--- config.mk ---
export PLATFORM = sky130hd
export DESIGN_NAME = led_dim_blink
export DESIGN_NICKNAME = d
export VERILOG_FILES = /design/src/rtl/led_dim_pkg.sv /design/src/rtl/led_ind_timebase.sv /design/src/rtl/led_grp_ctrl.sv /design/src/rtl/led_chan.sv /design/src/rtl/led_dim_blink.sv
export SDC_FILE = /design/constraint.sdc
export NUM_CORES = 1
export LEC_CHECK = 0
export ABC_CLOCK_PERIOD_IN_PS = 2200
export CORE_ASPECT_RATIO = 1.25
export CORE_MARGIN = 3
export CORE_UTILIZATION = 25
export CTS_BUF_LIST = sky130_fd_sc_hd__clkbuf_4
export CTS_CLUSTER_DIAMETER = 40
export DETAILED_ROUTE_END_ITERATION = 8
export HOLD_SLACK_MARGIN = 0.15
export PLACE_DENSITY = 0.5
export SYNTH_ARGS = -nofsm -noshare
export SYNTH_HDL_FRONTEND = slang
export SYNTH_HIERARCHICAL = 1
export SYNTH_SLANG_ARGS = --single-unit
--- constraint.sdc ---
create_clock -name clk -period 2.2 [get_ports clk]
set_clock_uncertainty 0.05 [all_clocks]
set_input_delay 0.44 -clock clk [delete_from_list [all_inputs] [get_ports clk]]
set_output_delay 0.44 -clock clk [all_outputs]
set_load 0.01 [all_outputs]
--- src/rtl/led_dim_pkg.sv ---
package led_dim_pkg;
    typedef enum logic [1:0] {
        CM_OFF = 2'b00,
        CM_ON  = 2'b01,
        CM_IND = 2'b10,
        CM_GRP = 2'b11
    } chan_mode_e;

    typedef enum logic {
        GS_DIM   = 1'b0,
        GS_BLINK = 1'b1
    } grp_state_e;
endpackage

--- src/rtl/led_ind_timebase.sv ---
module led_ind_timebase #(
    parameter int CNT_W = 8,
    parameter int DIV   = 1
) (
    input  logic             clk,
    input  logic             rst_n,
    output logic [CNT_W-1:0] phase,
    output logic             cyc_start
);
    logic step;

    generate
        if (DIV > 1) begin : g_pre
            localparam int PW = $clog2(DIV);
            logic [PW-1:0] pre_q;
            always_ff @(posedge clk or negedge rst_n) begin
                if (!rst_n)                   pre_q <= '0;
                else if (pre_q == PW'(DIV-1)) pre_q <= '0;
                else                          pre_q <= pre_q + 1'b1;
            end
            assign step = (pre_q == PW'(DIV-1));
        end else begin : g_nopre
            assign step = 1'b1;
        end
    endgenerate

    always_ff @(posedge clk or negedge rst_n) begin
        if (!rst_n)    phase <= '0;
        else if (step) phase <= phase + 1'b1;
    end

    // Pulse on the last step of a cycle: the next count is 0.
    assign cyc_start = step && (phase == '1);
endmodule

--- src/rtl/led_grp_ctrl.sv ---
module led_grp_ctrl
    import led_dim_pkg::*;
#(
    parameter int CNT_W     = 8,
    parameter int DIM_DIV   = 512,
    parameter int BLINK_DIV = 1024
) (
    input  logic             clk,
    input  logic             rst_n,
    input  logic [CNT_W-1:0] grp_duty,
    input  logic [CNT_W-1:0] grp_freq,
    input  logic             blink_sel,
    output logic             grp_on
);
    localparam int PRE_MAX = (DIM_DIV > BLINK_DIV) ? DIM_DIV : BLINK_DIV;
    localparam int PRE_W   = $clog2(PRE_MAX + 1);

    grp_state_e       state_q, state_d;
    logic [PRE_W-1:0] pre_q;
    logic [CNT_W-1:0] sub_q, phase_q, gduty_q, freq_q;
    logic             base_tick, step, wrap;

    // State register
    always_ff @(posedge clk or negedge rst_n) begin
        if (!rst_n) state_q <= GS_DIM;
        else        state_q <= state_d;
    end

    // Transitions: ARM_BLINK (dim->blink) and ARM_DIM (blink->dim), only at wrap
    always_comb begin
        state_d = state_q;
        unique case (state_q)
            GS_DIM:   if (wrap && blink_sel)  state_d = GS_BLINK;
            GS_BLINK: if (wrap && !blink_sel) state_d = GS_DIM;
            default:  state_d = GS_DIM;
        endcase
    end

    // Outputs of the machine: tick and step strobes
    always_comb begin
        base_tick = 1'b0;
        step      = 1'b0;
        unique case (state_q)
            GS_DIM: begin
                base_tick = (pre_q == PRE_W'(DIM_DIV - 1));
                step      = base_tick;
            end
            GS_BLINK: begin
                base_tick = (pre_q == PRE_W'(BLINK_DIV - 1));
                step      = base_tick && (sub_q == freq_q);
            end
            default: ;
        endcase
        wrap = step && (phase_q == '1);
    end

    always_ff @(posedge clk or negedge rst_n) begin
        if (!rst_n) begin
            pre_q   <= '0;
            sub_q   <= '0;
            phase_q <= '0;
            gduty_q <= '1;
            freq_q  <= '0;
        end else begin
            pre_q <= base_tick ? '0 : pre_q + 1'b1;
            if (step)                                sub_q <= '0;
            else if (base_tick && state_q == GS_BLINK) sub_q <= sub_q + 1'b1;
            if (step) phase_q <= phase_q + 1'b1;
            if (wrap) begin
                gduty_q <= grp_duty;
                freq_q  <= grp_freq;
            end
        end
    end

    assign grp_on = (phase_q < gduty_q);

    p_gduty_hold_r8: assert property (@(posedge clk) disable iff (!rst_n)
        !wrap |=> $stable(gduty_q));
    p_state_hold_r8: assert property (@(posedge clk) disable iff (!rst_n)
        !wrap |=> $stable(state_q));
    p_freq_hold_r7: assert property (@(posedge clk) disable iff (!rst_n)
        !wrap |=> $stable(freq_q));
    p_sub_bound_r7: assert property (@(posedge clk) disable iff (!rst_n)
        (state_q == GS_BLINK) |-> (sub_q <= freq_q));
endmodule

--- src/rtl/led_chan.sv ---
module led_chan
    import led_dim_pkg::*;
#(
    parameter int CNT_W = 8
) (
    input  logic             clk,
    input  logic             rst_n,
    input  logic [CNT_W-1:0] ind_phase,
    input  logic             cyc_start,
    input  logic             grp_on,
    input  logic [1:0]       mode,
    input  logic [CNT_W-1:0] duty,
    output logic             lit
);
    logic [CNT_W-1:0] duty_q;
    logic             ind_on, lit_d;

    always_ff @(posedge clk or negedge rst_n) begin
        if (!rst_n)         duty_q <= '0;
        else if (cyc_start) duty_q <= duty;
    end

    assign ind_on = (ind_phase < duty_q);

    always_comb begin
        unique case (chan_mode_e'(mode))
            CM_OFF:  lit_d = 1'b0;
            CM_ON:   lit_d = 1'b1;
            CM_IND:  lit_d = ind_on;
            CM_GRP:  lit_d = ind_on && grp_on;
            default: lit_d = 1'b0;
        endcase
    end

    always_ff @(posedge clk or negedge rst_n) begin
        if (!rst_n) lit <= 1'b0;
        else        lit <= lit_d;
    end

    p_duty_hold_r5: assert property (@(posedge clk) disable iff (!rst_n)
        !cyc_start |=> $stable(duty_q));
    p_off_dark_r2: assert property (@(posedge clk) disable iff (!rst_n)
        (mode == CM_OFF) |=> !lit);
    p_on_lit_r3: assert property (@(posedge clk) disable iff (!rst_n)
        (mode == CM_ON) |=> lit);
    p_grp_gate_r6: assert property (@(posedge clk) disable iff (!rst_n)
        (mode == CM_GRP && !grp_on) |=> !lit);
endmodule

--- src/rtl/led_dim_blink.sv ---
module led_dim_blink
    import led_dim_pkg::*;
#(
    parameter int N_CH      = 4,
    parameter int DUTY_W    = 8,
    parameter int IND_DIV   = 1,
    parameter int DIM_DIV   = 512,
    parameter int BLINK_DIV = 1024
) (
    input  logic                     clk,
    input  logic                     rst_n,
    input  logic                     oe_n,
    input  logic [2*N_CH-1:0]        chan_mode,
    input  logic [DUTY_W*N_CH-1:0]   chan_duty,
    input  logic [DUTY_W-1:0]        grp_duty,
    input  logic [DUTY_W-1:0]        grp_freq,
    input  logic                     grp_blink,
    input  logic                     od_sel,
    input  logic [1:0]               oe_state,
    output logic [N_CH-1:0]          pin_lvl,
    output logic [N_CH-1:0]          pin_en
);
    logic [DUTY_W-1:0] ind_phase;
    logic              cyc_start, grp_on;
    logic [N_CH-1:0]   lit;

    led_ind_timebase #(.CNT_W(DUTY_W), .DIV(IND_DIV)) u_tb (
        .clk(clk), .rst_n(rst_n), .phase(ind_phase), .cyc_start(cyc_start)
    );

    led_grp_ctrl #(.CNT_W(DUTY_W), .DIM_DIV(DIM_DIV), .BLINK_DIV(BLINK_DIV)) u_grp (
        .clk(clk), .rst_n(rst_n), .grp_duty(grp_duty), .grp_freq(grp_freq),
        .blink_sel(grp_blink), .grp_on(grp_on)
    );

    generate
        for (genvar ch = 0; ch < N_CH; ch++) begin : g_ch
            led_chan #(.CNT_W(DUTY_W)) u_ch (
                .clk(clk), .rst_n(rst_n), .ind_phase(ind_phase),
                .cyc_start(cyc_start), .grp_on(grp_on),
                .mode(chan_mode[2*ch +: 2]),
                .duty(chan_duty[DUTY_W*ch +: DUTY_W]),
                .lit(lit[ch])
            );
        end
    endgenerate

    // Pin stage: combinational so the override needs no clock edge
    always_comb begin
        for (int ch = 0; ch < N_CH; ch++) begin
            logic val, rel;
            val = ~lit[ch];
            rel = 1'b0;
            if (oe_n) begin
                unique case (oe_state)
                    2'b00:   val = 1'b0;
                    2'b01:   val = 1'b1;
                    default: begin val = 1'b1; rel = 1'b1; end
                endcase
            end
            pin_lvl[ch] = val;
            pin_en[ch]  = !(rel || (od_sel && val));
        end
    end

    always_comb begin
        if (oe_n && oe_state[1]) begin
            p_oe_hiz_r9: assert (pin_en == '0);
        end
        if (od_sel) begin
            p_od_release_r10: assert ((pin_lvl & pin_en) == '0);
        end
    end

    p_rst_dark_r1: assert property (@(posedge clk)
        !rst_n |=> (lit == '0));
endmodule

==> summary.md <==
| Metric | Value |
|---|---|
| Status | complete, no violations |
| Most frequent cells in the layout | dfrtp_1 (80), clkdlybuf4s50_1 (60), inv_1 (57) |
| Cts bufs inserted | 9 |
| Final Cycle Share | 97.5% |
| WS Path Type | reg2reg |
| DRC marker count from the first detailed-route iteration | 221 |
| Place WS | -0.198 ns |
| Setup TNS | 0 ns |
| Worst Path Arrival | 2.46 ns |
| Fin nets | 774 |
| TritonCTS clock tree | built |
| Synth Net Count | 679 |
| Most common cell after layout, fill and taps aside | dfrtp_1 |
| Critical Path Source Type | flip-flop |
| Synth Flop Type | dfrtp_1 |
| First-pass GRT wire length | 23800 um |
| Syn Area/Cell | 9.21 um2 |
| CP max stage delay | 0.56 ns |
| DRC errors left | 0 |
| Final worst slack | 0.0560 ns |
| Root Driver | clkbuf_4 |
| DR pass1 iterations | 4 |
| Port bufs | 70 |
| Slew Viols, Final | 0 |
| Setup crit end kind | flip-flop |
| Worst slew margin | 58.9% |
| Reg-to-reg endpoint | u_grp/phase_q[1]$_DFFE_PN0N_ |
| Max Clk Rate | 466 MHz |
| Flops & latches, synth | 88 |
| Top sig layer | met4 |
| Pwr Density | 401 nW/um2 |
| Post-DP HPWL | 10600 um |
| Synthesized netlist cell count | 577 |
| DRT Wirelength | 14700 um |
| Reg clk slew, reported paths | 0.15 ns |
| Fraction of layout cells with a size suffix above 1 | 15.2% |
| H-tree lvl count | 3 |
| WP data required | 2.51 ns |
| Core outline area | 20900 um2 |
| Post-synthesis sequential area ratio | 41.6% |
| Worst Path Max Fanout | 5 |
| WL met3 | 640 um |
| Worst skew pair latency | 0.45 ns |
| Initial antenna violation count | 1 |
| Max-cap violations | 0 |
| Via count | 4656 |
| R2r setup slk | 0.06 ns |
| Initial Util | 25.4% |
| Synth Cell Area | 5320 um2 |
| Routed length on met1 | 6520 um |
| Wire length per cell | 15.4 um |
| Crit-path cells | ha_4, nand3_1, or4_4, buf_4, or4_1, o211a_1 |
| Pin count of the biggest net entering global routing | 65 |
| Die W | 136 um |
| Leakage | 3.00 nW |
| Met2 routed WL | 7270 um |
| CTS sink cnt | 88 |
| Area grow syn2layout | 27.8% |
| Final setup viols | 0 |
| Post-layout util | 32.5% |
| Reg-to-reg startpoint | u_grp/pre_q[0]$_DFF_PN0_ |
| Antenna viol nets, final | 0 |
| Crit-path leading delay family | simple AND/OR/NAND/NOR gates |
| Total gr overflow | 0 |
| DIE AREA | 23100 um2 |
| DR vias/cell | 4.89 |
| Clock tree buffer depth | 2 |
| RePlAce Congestion | 0.804 |
| EDFF count, synth | 0 |
| Synth unique cells | 59 |
| Tot GR Track Use | 12.9% |
| Worst path bufs/invs | 1 |
| Vias in the first global route | 4784 |
| HP Class | in2async |
| Rows | 59 |
| R2R depth | 6 |
| Final hold vios | 0 |
| VDD IR-drop max | 0.171 mV |
| Chip Height | 169 um |
| I/O pins | 71 |
| Asr flop ratio synth | 100% |
| Worst slew pin tran | 0.617 ns |
| RSZ-0062 raised after global routing | yes |
| Highest-delay cell along the critical path | or4_4 |
| Final min period | 2.14 ns |
| Yosys warns | 6 |
-- stage by stage --
step                cells  power, W  instance area (um2)  hold WS (ns)
floorplan             577   0.00171                 5320        0.0944
global placement      929   0.00191                 6530         0.395
detailed placement    929   0.00192                 6530         0.397
CTS                   949   0.00278                 6710         0.415
global route          952   0.00289                 6800         0.425
finish                952   0.00272                 6800         0.468
-- area by class of cell --
| type | count | area (um2) |
|---|---|---|
| multi-input cells | 404 | 2860 |
| fillers | 2174 | 14100 |
| repair buffers | 108 | 1030 |
| inverters | 61 | 229 |
| clock inverters | 7 | 47.5 |
| clock buffers | 9 | 67.6 |
| diodes | 1 | 2.50 |
| flip-flops and latches | 88 | 2210 |
| well taps | 274 | 343 |
-- cell usage after synthesis, drive strengths merged (15+ instances only) --
cell	n	area share, %
clkbuf	16	1.1
inv	61	4.3
xnor2	15	2.5
or3	18	2.1
nand4	15	2.0
ha	39	9.2
dfrtp	80	38
nand2	54	3.8
nor2	48	3.4
o211ai	19	2.7
nor3	23	2.6
a21oi	16	1.6
a211oi	16	2.6
o21ai	42	4.0
-- worst max path at each step --
stage,from,endpoint,slack [ns],cells after the start
global placement,oe_n,pin_en[3],-0.13,4
CTS,oe_state[1],pin_lvl[2],0.002,4
global route,u_grp/gduty_q[5]$_DFFE_PN1P_,g_ch[2].u_ch/lit$_DFF_PN0_,-0.006,9
finish,u_grp/pre_q[0]$_DFF_PN0_,u_grp/phase_q[1]$_DFFE_PN0N_,0.06,6
detailed placement,oe_n,pin_en[1],-0.20,4
floorplan,u_grp/gduty_q[5]$_DFFE_PN1P_,g_ch[0].u_ch/lit$_DFF_PN0_,0.15,8
-- report_power, final --
| group | switching [W] | leakage (nW) | internal [W] |
|---|---|---|---|
| Clock | 0.000606 | 0.0621 | 0.000232 |
| Combinational | 0.0000991 | 1.94 | 0.000150 |
| Sequential | 0.00000653 | 0.994 | 0.00163 |
-- state kept, by name, indices dropped and copies added (netlist names), named ones only --
signal	count
u_grp/sub_q	8
u_grp/gduty_q	8
g_ch.u_ch/lit	4
g_ch.u_ch/duty_q	32
u_grp/phase_q	8
u_tb/phase	8
u_grp/pre_q	11
u_grp/freq_q	8
-- per-layer routing --
metal / track usage (%) / vias up
met5: 0 / -
met4: 3.99 / 0
met3: 2.53 / 19
met2: 21.8 / 119
met1: 16.5 / 2265
li1: - / 2253
-- cell families (layout without fill, tap and decap cells) --
logic type	Yosys count	in the layout	share of synthesized area, %
fa+ha+maj	39	39	9.18
xor+xnor	29	29	4.78
other cells	0	1	0
compound gates	138	138	18.6
mux	1	1	0.212
simple gates	197	197	19.0
buf+inv	85	185	6.54
flops	88	88	41.6
-- timing repair --
item | 4_1_cts | 5_1_grt
setup endpoints to repair | 13 | 11
buffers inserted | 3 | 2
hold buffers | 1 | 0
pin swaps | 4 | 7
gates cloned | 0 | 0
endpoints found under the hold margin | 37 | 0
resized for setup | 14 | 17
No activity file was read; power rests on OpenSTA's default activity.
